**src/rtl/muldiv_pkg.sv**
```systemverilog
package muldiv_pkg;

    localparam int SRC_W = 16;
    localparam int DST_W = 32;

    typedef enum logic [1:0] {OP_IDLE, OP_MUL, OP_DIV} op_state_t;

    typedef struct packed {
        logic n;
        logic z;
        logic v;
        logic c;
    } ccr_t;

    typedef struct packed {
        logic sgn;
        logic neg_quo;
        logic neg_rem;
        logic by_zero;
    } div_ctx_t;

    function automatic logic [DST_W-1:0] mag_dst(input logic [DST_W-1:0] x, input logic sgn);
        return (sgn && x[DST_W-1]) ? (~x + 1'b1) : x;
    endfunction

    function automatic logic [SRC_W-1:0] mag_src(input logic [SRC_W-1:0] x, input logic sgn);
        return (sgn && x[SRC_W-1]) ? (~x + 1'b1) : x;
    endfunction

    // Does a quotient magnitude fit a SRC_W-bit result of the selected kind?
    function automatic logic quo_fits(input logic [DST_W-1:0] q, input logic sgn, input logic neg);
        logic [DST_W-1:0] lim;
        if (!sgn)
            lim = (DST_W'(1) << SRC_W) - 1'b1;
        else if (neg)
            lim = DST_W'(1) << (SRC_W - 1);
        else
            lim = (DST_W'(1) << (SRC_W - 1)) - 1'b1;
        return q <= lim;
    endfunction

endpackage

```
**src/rtl/mul_unit.sv**
```systemverilog
module mul_unit
    import muldiv_pkg::*;
(
    input  logic [SRC_W-1:0] a,
    input  logic [SRC_W-1:0] b,
    input  logic             sgn,
    output logic [DST_W-1:0] prod
);
    localparam int EXT_W = SRC_W + 1;

    logic signed [EXT_W-1:0]   ea;
    logic signed [EXT_W-1:0]   eb;
    logic signed [2*EXT_W-1:0] full;

    always_comb begin
        ea   = {sgn & a[SRC_W-1], a};
        eb   = {sgn & b[SRC_W-1], b};
        full = ea * eb;
        prod = full[DST_W-1:0];
    end
endmodule

```
**src/rtl/div_core.sv**
```systemverilog
module div_core
    import muldiv_pkg::*;
(
    input  logic             clk,
    input  logic             rst,
    input  logic             go,
    input  logic [DST_W-1:0] dividend,
    input  logic [SRC_W-1:0] divisor,
    output logic             fin,
    output logic [DST_W-1:0] quo,
    output logic [DST_W-1:0] rem
);
    typedef enum logic [1:0] {D_IDLE, D_ALIGN, D_STEP} dstate_t;

    dstate_t          st_q;
    logic [DST_W-1:0] dvs_q;
    logic [DST_W-1:0] orig_q;
    logic             ge;

    assign ge = rem >= dvs_q;

    always_ff @(posedge clk) begin
        if (rst) begin
            st_q   <= D_IDLE;
            dvs_q  <= '0;
            orig_q <= '0;
            quo    <= '0;
            rem    <= '0;
            fin    <= 1'b0;
        end else begin
            fin <= 1'b0;
            case (st_q)
                D_IDLE: if (go) begin
                    rem    <= dividend;
                    dvs_q  <= DST_W'(divisor);
                    orig_q <= DST_W'(divisor);
                    quo    <= '0;
                    st_q   <= D_ALIGN;
                end
                D_ALIGN: begin
                    if (dvs_q <= (rem >> 1)) dvs_q <= dvs_q << 1;
                    else                     st_q  <= D_STEP;
                end
                D_STEP: begin
                    quo <= {quo[DST_W-2:0], ge};
                    if (ge) rem <= rem - dvs_q;
                    if (dvs_q == orig_q) begin
                        fin  <= 1'b1;
                        st_q <= D_IDLE;
                    end else begin
                        dvs_q <= dvs_q >> 1;
                    end
                end
                default: st_q <= D_IDLE;
            endcase
        end
    end

    // the walked divisor never falls below the original divisor
    p_dvs_floor_r4: assert property (@(posedge clk) disable iff (rst)
        (st_q == D_STEP) |-> (dvs_q >= orig_q));

    // partial remainder stays under twice the current divisor in each step
    p_rem_bound_r4: assert property (@(posedge clk) disable iff (rst)
        (st_q == D_STEP) |-> ({1'b0, rem} < {dvs_q, 1'b0}));
endmodule

```
**src/rtl/muldiv_iter.sv**
```systemverilog
module muldiv_iter
    import muldiv_pkg::*;
(
    input  logic        clk,
    input  logic        rst,
    input  logic        start,
    input  logic        is_div,
    input  logic        is_signed,
    input  logic [31:0] dst_val,
    input  logic [15:0] src_val,
    output logic        done,
    output logic [31:0] result,
    output logic        flag_n,
    output logic        flag_z,
    output logic        flag_v,
    output logic        flag_c,
    output logic        div_zero
);
    op_state_t        state_q;
    logic             sgn_q;
    logic [SRC_W-1:0] opa_q;
    logic [SRC_W-1:0] opb_q;
    logic [DST_W-1:0] dst_q;
    div_ctx_t         ctx_q;
    ccr_t             ccr_q;

    logic             accept;
    logic             div_go;
    logic [SRC_W-1:0] dvs_mag;
    logic [DST_W-1:0] dvd_mag;
    logic             div_fin;
    logic [DST_W-1:0] quo;
    logic [DST_W-1:0] rem;
    logic [DST_W-1:0] prod;
    logic             fits;
    logic [SRC_W-1:0] q16;
    logic [SRC_W-1:0] r16;

    assign accept  = start && (state_q == OP_IDLE);
    assign div_go  = accept && is_div;
    assign dvs_mag = (src_val == '0) ? SRC_W'(1) : mag_src(src_val, is_signed);
    assign dvd_mag = mag_dst(dst_val, is_signed);

    div_core u_div (
        .clk      (clk),
        .rst      (rst),
        .go       (div_go),
        .dividend (dvd_mag),
        .divisor  (dvs_mag),
        .fin      (div_fin),
        .quo      (quo),
        .rem      (rem)
    );

    mul_unit u_mul (
        .a    (opa_q),
        .b    (opb_q),
        .sgn  (sgn_q),
        .prod (prod)
    );

    always_comb begin
        fits = quo_fits(quo, ctx_q.sgn, ctx_q.neg_quo);
        q16  = ctx_q.neg_quo ? (~quo[SRC_W-1:0] + 1'b1) : quo[SRC_W-1:0];
        r16  = ctx_q.neg_rem ? (~rem[SRC_W-1:0] + 1'b1) : rem[SRC_W-1:0];
    end

    always_ff @(posedge clk) begin
        if (rst) begin
            state_q  <= OP_IDLE;
            sgn_q    <= 1'b0;
            opa_q    <= '0;
            opb_q    <= '0;
            dst_q    <= '0;
            ctx_q    <= '0;
            ccr_q    <= '0;
            result   <= '0;
            done     <= 1'b0;
            div_zero <= 1'b0;
        end else begin
            done     <= 1'b0;
            div_zero <= 1'b0;
            case (state_q)
                OP_IDLE: if (accept) begin
                    sgn_q         <= is_signed;
                    opa_q         <= dst_val[SRC_W-1:0];
                    opb_q         <= src_val;
                    dst_q         <= dst_val;
                    ctx_q.sgn     <= is_signed;
                    ctx_q.neg_quo <= is_signed && (dst_val[DST_W-1] ^ src_val[SRC_W-1]);
                    ctx_q.neg_rem <= is_signed && dst_val[DST_W-1];
                    ctx_q.by_zero <= (src_val == '0);
                    state_q       <= is_div ? OP_DIV : OP_MUL;
                end
                OP_MUL: begin
                    result  <= prod;
                    ccr_q   <= '{n: prod[DST_W-1], z: (prod == '0), v: 1'b0, c: 1'b0};
                    done    <= 1'b1;
                    state_q <= OP_IDLE;
                end
                OP_DIV: if (div_fin) begin
                    if (fits) begin
                        result <= {r16, q16};
                        ccr_q  <= '{n: q16[SRC_W-1], z: (q16 == '0), v: 1'b0, c: 1'b0};
                    end else begin
                        result <= dst_q;
                        ccr_q  <= '{n: 1'b0, z: 1'b0, v: 1'b1, c: 1'b0};
                    end
                    done     <= 1'b1;
                    div_zero <= ctx_q.by_zero;
                    state_q  <= OP_IDLE;
                end
                default: state_q <= OP_IDLE;
            endcase
        end
    end

    assign flag_n = ccr_q.n;
    assign flag_z = ccr_q.z;
    assign flag_v = ccr_q.v;
    assign flag_c = ccr_q.c;

    // completion is a single-cycle pulse
    p_done_pulse_r9: assert property (@(posedge clk) disable iff (rst)
        done |=> !done);

    // divide-by-zero never appears without completion
    p_divzero_with_done_r8: assert property (@(posedge clk) disable iff (rst)
        div_zero |-> done);

    // carry is clear whenever a result is delivered
    p_carry_clear_r3: assert property (@(posedge clk) disable iff (rst)
        done |-> !flag_c);

    // overflow excludes the negative and zero flags
    p_no_overflow_nz_r7: assert property (@(posedge clk) disable iff (rst)
        (done && flag_v) |-> (!flag_n && !flag_z));

    // multiply completes exactly two cycles after acceptance
    p_mul_latency_r10: assert property (@(posedge clk) disable iff (rst)
        (start && (state_q == OP_IDLE) && !is_div) |=> ##1 done);
endmodule

```
**config.mk**
```make
export PLATFORM = sky130hd
export DESIGN_NAME = muldiv_iter
export DESIGN_NICKNAME = d
export VERILOG_FILES = /design/src/rtl/muldiv_pkg.sv /design/src/rtl/mul_unit.sv /design/src/rtl/div_core.sv /design/src/rtl/muldiv_iter.sv
export SDC_FILE = /design/constraint.sdc
export NUM_CORES = 1
export LEC_CHECK = 0
export BUFFER_PORTS_ARGS = -buffer_cell sky130_fd_sc_hd__buf_4
export CORE_ASPECT_RATIO = 0.6
export CORE_MARGIN = 2
export CORE_UTILIZATION = 60
export CTS_CLUSTER_DIAMETER = 40
export CTS_CLUSTER_SIZE = 16
export DETAILED_ROUTE_END_ITERATION = 8
export PLACE_DENSITY = 0.78
export SYNTH_ARGS = -nofsm -noshare
export SYNTH_HDL_FRONTEND = slang
export SYNTH_SLANG_ARGS = --single-unit
```
**constraint.sdc**
```tcl
create_clock -name clk -period 8.24 [get_ports clk]
set_input_delay 0.412 -clock clk [delete_from_list [all_inputs] [get_ports clk]]
set_output_delay 0.412 -clock clk [all_outputs]
set_load 0.05 [all_outputs]
```
=== Yosys cells after proc, flatten, opt, wreduce, memory -nomap -nowiden ===
Index checks and enable logic that the tools add are counted.

* Add/subtract/negate cells: 5
* Reductions and logical operators: 23
* Equality and inequality tests: 13
* Multiplexer cells: 33
* Magnitude comparators: 3
* Bitwise gates (word level): 10
* Multipliers: 1

{| class="wikitable"
|+ Operators with widths
! cell !! count
|-
| 2-to-1 mux 32 bit || 9
|-
| case mux 32 bit (2 select lines) || 3
|-
| 2-to-1 mux 16 bit || 6
|-
| case mux 32 bit (3 select lines) || 1
|-
| adder 16 x 1 -> 16 bit, second input constant || 3
|-
| inverter 16 bit || 3
|-
| adder 32 x 1 -> 32 bit, second input constant || 1
|-
| == test 32 x 16 -> 1 bit || 1
|-
| >= comparator 32 bit || 1
|-
| <= comparator 32 x 31 -> 1 bit || 1
|-
| <= comparator 32 bit || 1
|-
| zero test 16 bit || 2
|-
| zero test 32 bit || 1
|-
| multiplier 17 x 17 -> 32 bit || 1
|-
| inverter 32 bit || 1
|-
| subtractor 32 bit || 1
|-
| 2-to-1 mux 2 bit || 6
|-
| AND reduction 2 bit || 5
|-
| 2-to-1 mux 4 bit || 2
|-
| inequality test 2 x 1 -> 1 bit, second input constant || 4
|-
| inequality test 2 bit, second input constant || 4
|-
| case mux 4 bit (2 select lines) || 1
|-
| case mux 2 bit (3 select lines) || 1
|-
| AND reduction 3 bit || 2
|-
| other kinds (15) || 27
|}

* Bits in registers: 223
* Bits of input ports: 53

=== Longest topological paths before layout ===
* Depth after elaboration: 7
* Mapped depth: 28
* Depth with buffers taken out: 26

=== Hierarchy ===
From an unflattened synthesis, not the netlist that was laid out.

* Cell total of the unflattened synthesis: 3026
* Area total of the unflattened synthesis: 24927.7 um^2

{| class="wikitable"
|+ By module, submodules not included
! module !! instances !! seq. area each (um^2) !! area an instance (um^2) !! cells an instance
|-
| mul_unit || 1 || 0.0 || 10617.7 || 1184
|-
| div_core || 1 || 2302.2 || 7938.9 || 988
|-
| muldiv_iter || 1 || 1821.7 || 6371.1 || 854
|}

=== Least setup slack after synthesis ===
Ideal clock, no wire load.

* Path type: register to register
* From: reg opa_q[13]
* To: reg ccr_q (netlist bit flag_z)
* Period minus slack after synthesis: 6.565 ns
* Setup time: 0.059 ns
* Data required time: 8.181 ns
* Data arrival time: 6.506 ns
* Cell stages (with the launch flop): 27
* Slack: 1.675 ns
* Cell sequence: dfxtp_1 -> clkbuf_1 -> clkbuf_1 -> nand2_1 -> fa_1 -> inv_1 -> fa_1 -> inv_1 -> fa_1 -> inv_1 -> fa_1 -> fa_1 -> inv_1 -> fa_1 -> inv_1 -> ha_1 -> clkbuf_1 -> and3_1 -> nand3_1 -> o221a_2 -> o31a_1 -> a21oi_1 -> xnor2_1 -> nor4b_1 -> nand4_1 -> nor4bb_1 -> a41o_1

* Word-level cells in the longest chain between the ends: 3

{| class="wikitable"
|+ Ends and longest elaborated chain
! element !! line !! source
|-
| start: declaration || muldiv_iter.sv:21 || <nowiki>logic [SRC_W-1:0] opa_q;</nowiki>
|-
| start signal: assignment || muldiv_iter.sv:86 || <nowiki>opa_q <= dst_val[SRC_W-1:0];</nowiki>
|-
| multiplier 17 x 17 -> 32 bit || mul_unit.sv:18 || <nowiki>full = ea * eb;</nowiki>
|-
| zero test 32 bit || muldiv_iter.sv:97 || <nowiki>ccr_q <= '{n: prod[DST_W-1], z: (prod == '0), v: 1'b0, c: 1'b0};</nowiki>
|-
| case mux 4 bit (2 select lines) || muldiv_iter.sv:83 || <nowiki>case (state_q)</nowiki>
|-
| end signal: assignment || muldiv_iter.sv:97 ||
|-
| end signal: assignment || muldiv_iter.sv:104 || <nowiki>ccr_q <= '{n: q16[SRC_W-1], z: (q16 == '0), v: 1'b0, c: 1'b0};</nowiki>
|-
| end signal: assignment || muldiv_iter.sv:107 || <nowiki>ccr_q <= '{n: 1'b0, z: 1'b0, v: 1'b1, c: 1'b0};</nowiki>
|-
| end: declaration || muldiv_iter.sv:25 || <nowiki>ccr_t ccr_q;</nowiki>
|}

Every way passes these cells.
A chain may end at the register's enable or synchronous reset.

=== Worst setup path in the final report ===
* From: reg opb_q[7]
* To: reg ccr_q (netlist bit flag_z)

* Word-level cells in the longest chain between the ends: 3

{| class="wikitable"
|+ Ends and longest elaborated chain
! element !! line !! source
|-
| start: declaration || muldiv_iter.sv:22 || <nowiki>logic [SRC_W-1:0] opb_q;</nowiki>
|-
| start signal: assignment || muldiv_iter.sv:87 || <nowiki>opb_q <= src_val;</nowiki>
|-
| multiplier 17 x 17 -> 32 bit || mul_unit.sv:18 ||
|-
| zero test 32 bit || muldiv_iter.sv:97 ||
|-
| case mux 4 bit (2 select lines) || muldiv_iter.sv:83 ||
|}

Every way passes these cells.

==> reports/metrics.cfg <==
[layout]
fin_util_pct = 66.4
drive_above_1_share_pct = 7.25
layout.cells.most_common = inv_1
finalNetCount = 3453
syn_to_final_growth_pct = 8.45
instances_no_fill = 3491
filler_cell_count = 3209
most_used_cells_in_the_layout_excluding_fill_and_tap_cells = inv_1, nand2_1, fa_1
final_cell_area_mm2 = 0.0261

[synth]
yosys_warnings = 0
synth_simple_gate_area_share_pct = 19.0
yosysUniqueCellTypes = 71
async_reset_ff_share_pct = 0
syn-instance-count = 2959
synth_compound_gate_area_share_pct = 14.8
yosys.area_share.adder_pct = 32.6
mappedNetlistArea_mm2 = 0.0241
synthFlopType = dfxtp_1
post_synth_xor_area_fraction_pct = 5.59
synthesis.area_per_instance_um2 = 8.14
synth_top_family_by_area = adder cells
ffs_latches_synth = 206
synth_seq_area_share_pct = 17.1
synthMuxAreaShare_pct = 1.92
number_of_synthesized_flops_with_an_enable_pin = 0
mappedNetlistNets = 3470

[global_routing]
via_count_of_the_first_global_routing_pass = 20800
grt_first_pass_wirelength_um = 126000
grtUsageTotal_pct = 39.3
grt_antenna_before_repair = 2
grt_max_degree = 85
overflow = 0

[sta]
clock.fmax_mhz = 133
hold_slack_ps = 78.1
tightest_slew_ps = 1270
final-hold-violation-count = 0
post-route-worst-setup-slack_ps = 747
period_share_pct = 90.9
final.setup_skew_ps = 34.4
slew_violations = 0
period_needed_ps = 7490
timing.max_slew.rel_slack_pct = 15.3
setup-tns-final_ps = 0
rsz_0062_raised_after_global_routing = false
setup_viol = 0

[floorplanning]
initial_core_util_pct = 61.3
design.core.area_mm2 = 0.0393
std_cell_rows = 56
die_width_um = 263
die_y_um = 159
floorplan.die_area_mm2 = 0.0418
boundaryPins = 91

[clocking]
cts_max_level = 1
cts_tree = done
clock_root_buffer_master = clkbuf_16
post-cts-setup-buffers = 0
cts.clk_slew.worst_paths_ps = 70
hold_fix_buffer_count_after_cts = 0
postCtsResizedCells = 0
clkLatencyLatePin_ps = 620
cts_inserted_buffers = 30
cts_sinks = 206
clk_path_buf_depth = 3

[min_path]
holdCritStartpoint = src_val[9]
min_path_type = in2reg
worst_hold_path.num_cells = 3
timing.hold.worst_endpoint = opb_q[9]

[power_and_ir_drop]
vdd.ir_drop.worst_mv = 0.193
power.density_mw_per_mm2 = 203
power_leakage_nw = 12.3
design_power_total_mw = 5.30

[run]
maxCapViolCount = 0

[worst_setup_path]
cp.required_ps = 8790
critical_path.startpoint_type = register
crit_path_top_delay_cell = dfxtp_1
crit_family = adder cells
critical_path_arrival_ps = 8040
path_buf_inv = 3
worstPathMaxFanout = 18
path_class = reg2reg
startpoint = opb_q[7]
reg2reg_depth = 20
path_cells = nand2_1 -> fa_1 -> inv_1 -> fa_1 -> ha_1 -> fa_1 -> inv_1 -> fa_1 -> inv_1 -> fa_1 -> ha_1 -> or3_1 -> o221a_2 -> o2111a_1 -> o311ai_0 -> nand2_1 -> xnor2_1 -> nand4_1 -> nor4bb_1 -> a41o_1
crit_path_frequent_cell = fa_1
timing.reg2reg.setup_slack_ps = 750
r2r-end = flag_z
critical_path.reg2reg.startpoint = opb_q[7]
crit_cells = 20
cp_slowest_stage_delay_ps = 870
cp-end-kind = register

[routing]
firstDrtPassIters = 8
wirelength_um = 82600
detailedRoute.firstIterationViolations = 2903
viasPerCell = 6.26
routed-via-count = 21800
post-route-drc-count = 0
antenna_violating_nets_left = 0
wl_per_cell_um = 23.6

[placement]
place_worst_setup_slack_ps = 1040
port_buffers = 89
final_estimated_routing_congestion_in_global_placement = 1.02
detailed_place_hpwl_um = 65200
dpl.cell_count = 3432
post_dp_cell_area_mm2 = 0.0250

[status]
status = completed

==> how the worst max path moves through the flow <==
| stage | end | slack (ps) |
|---|---|---|
| 2_1_floorplan | flag_z | 1680 |
| 3_3_place_gp | flag_z | 1170 |
| 3_5_place_dp | flag_z | 1040 |
| 4_1_cts | flag_z | 990 |
| 5_1_grt | flag_z | 530 |
| 6_report | flag_z | 750 |
==> report_power, final <==
group,internal [mW],switching [mW],total (mW)
logic,0.990,1.63,2.62
clock network,0.754,0.614,1.37
registers,1.10,0.205,1.30
total,2.84,2.45,5.30
==> synthesized netlist by cell type, types with 21 or more instances <==
| cell type | number | share of area [%] |
|---|---|---|
| a211oi_1 | 55 | 1.7 |
| a21o_1 | 42 | 1.3 |
| a21oi_1 | 193 | 4.0 |
| a221oi_1 | 21 | 0.76 |
| a22oi_1 | 37 | 1.2 |
| and2_1 | 133 | 3.5 |
| clkbuf_1 | 154 | 2.4 |
| dfxtp_1 | 206 | 17 |
| fa_1 | 283 | 24 |
| ha_1 | 175 | 9.1 |
| inv_1 | 401 | 6.3 |
| mux2i_1 | 44 | 1.8 |
| nand2_1 | 367 | 5.7 |
| nand2b_1 | 26 | 0.68 |
| nand3_1 | 44 | 0.91 |
| nand4_1 | 25 | 0.65 |
| nor2_1 | 247 | 3.8 |
| nor3_1 | 49 | 1.0 |
| o21ai_0 | 69 | 1.4 |
| xnor2_1 | 94 | 3.4 |
| xor2_1 | 57 | 2.1 |
==> per-layer routing <==
layer	track usage [%]	routed length, um
met5	0	9
met4	7.24	1800
met3	20.7	14900
met2	50.2	30700
met1	58.2	35100
==> state kept, by name, summed over array words and instances (netlist names) <==
register	flops
u_div.quo	32
div_zero	1
dst_q	17
u_div.orig_q	16
flag_n	1
state_q	2
flag_z	1
opb_q	16
ctx_q	4
u_div.st_q	2
opa_q	15
result	32
u_div.dvs_q	32
done	1
flag_v	1
u_div.fin	1
u_div.rem	32
==> tightest hold or removal path, delay by kind of cell <==
kind,cells,cell delay [ps]
buffers and inverters,1,130
and+or+nand+nor,1,60
AOI/OAI and AO/OA,1,50
==> cell type report <==
| class | count | area, um2 | area share [%] |
|---|---|---|---|
| inverters | 401 | 1510 | 5.76 |
| well taps | 522 | 653 | 2.50 |
| diodes | 4 | 10.0 | 0.0383 |
| clock buffers | 33 | 782 | 2.99 |
| multi-input cells | 2186 | 17900 | 68.5 |
| repair buffers | 117 | 882 | 3.38 |
| flip-flops and latches | 206 | 4120 | 15.8 |
| clock inverters | 22 | 280 | 1.07 |
==> logic make-up (layout without fill, tap and decap cells) <==
group                    after synthesis  after routing
other                                  1              5
AO/OA/AOI/OAI                        547            547
flip-flops                           206            206
adder cells (fa/ha/maj)              458            458
AND/OR/NAND/NOR                      982            982
XOR/XNOR                             152            152
buffers and inverters                567            573
multiplexers                          46             46
Note: power is estimated with default switching activity, not from simulation.
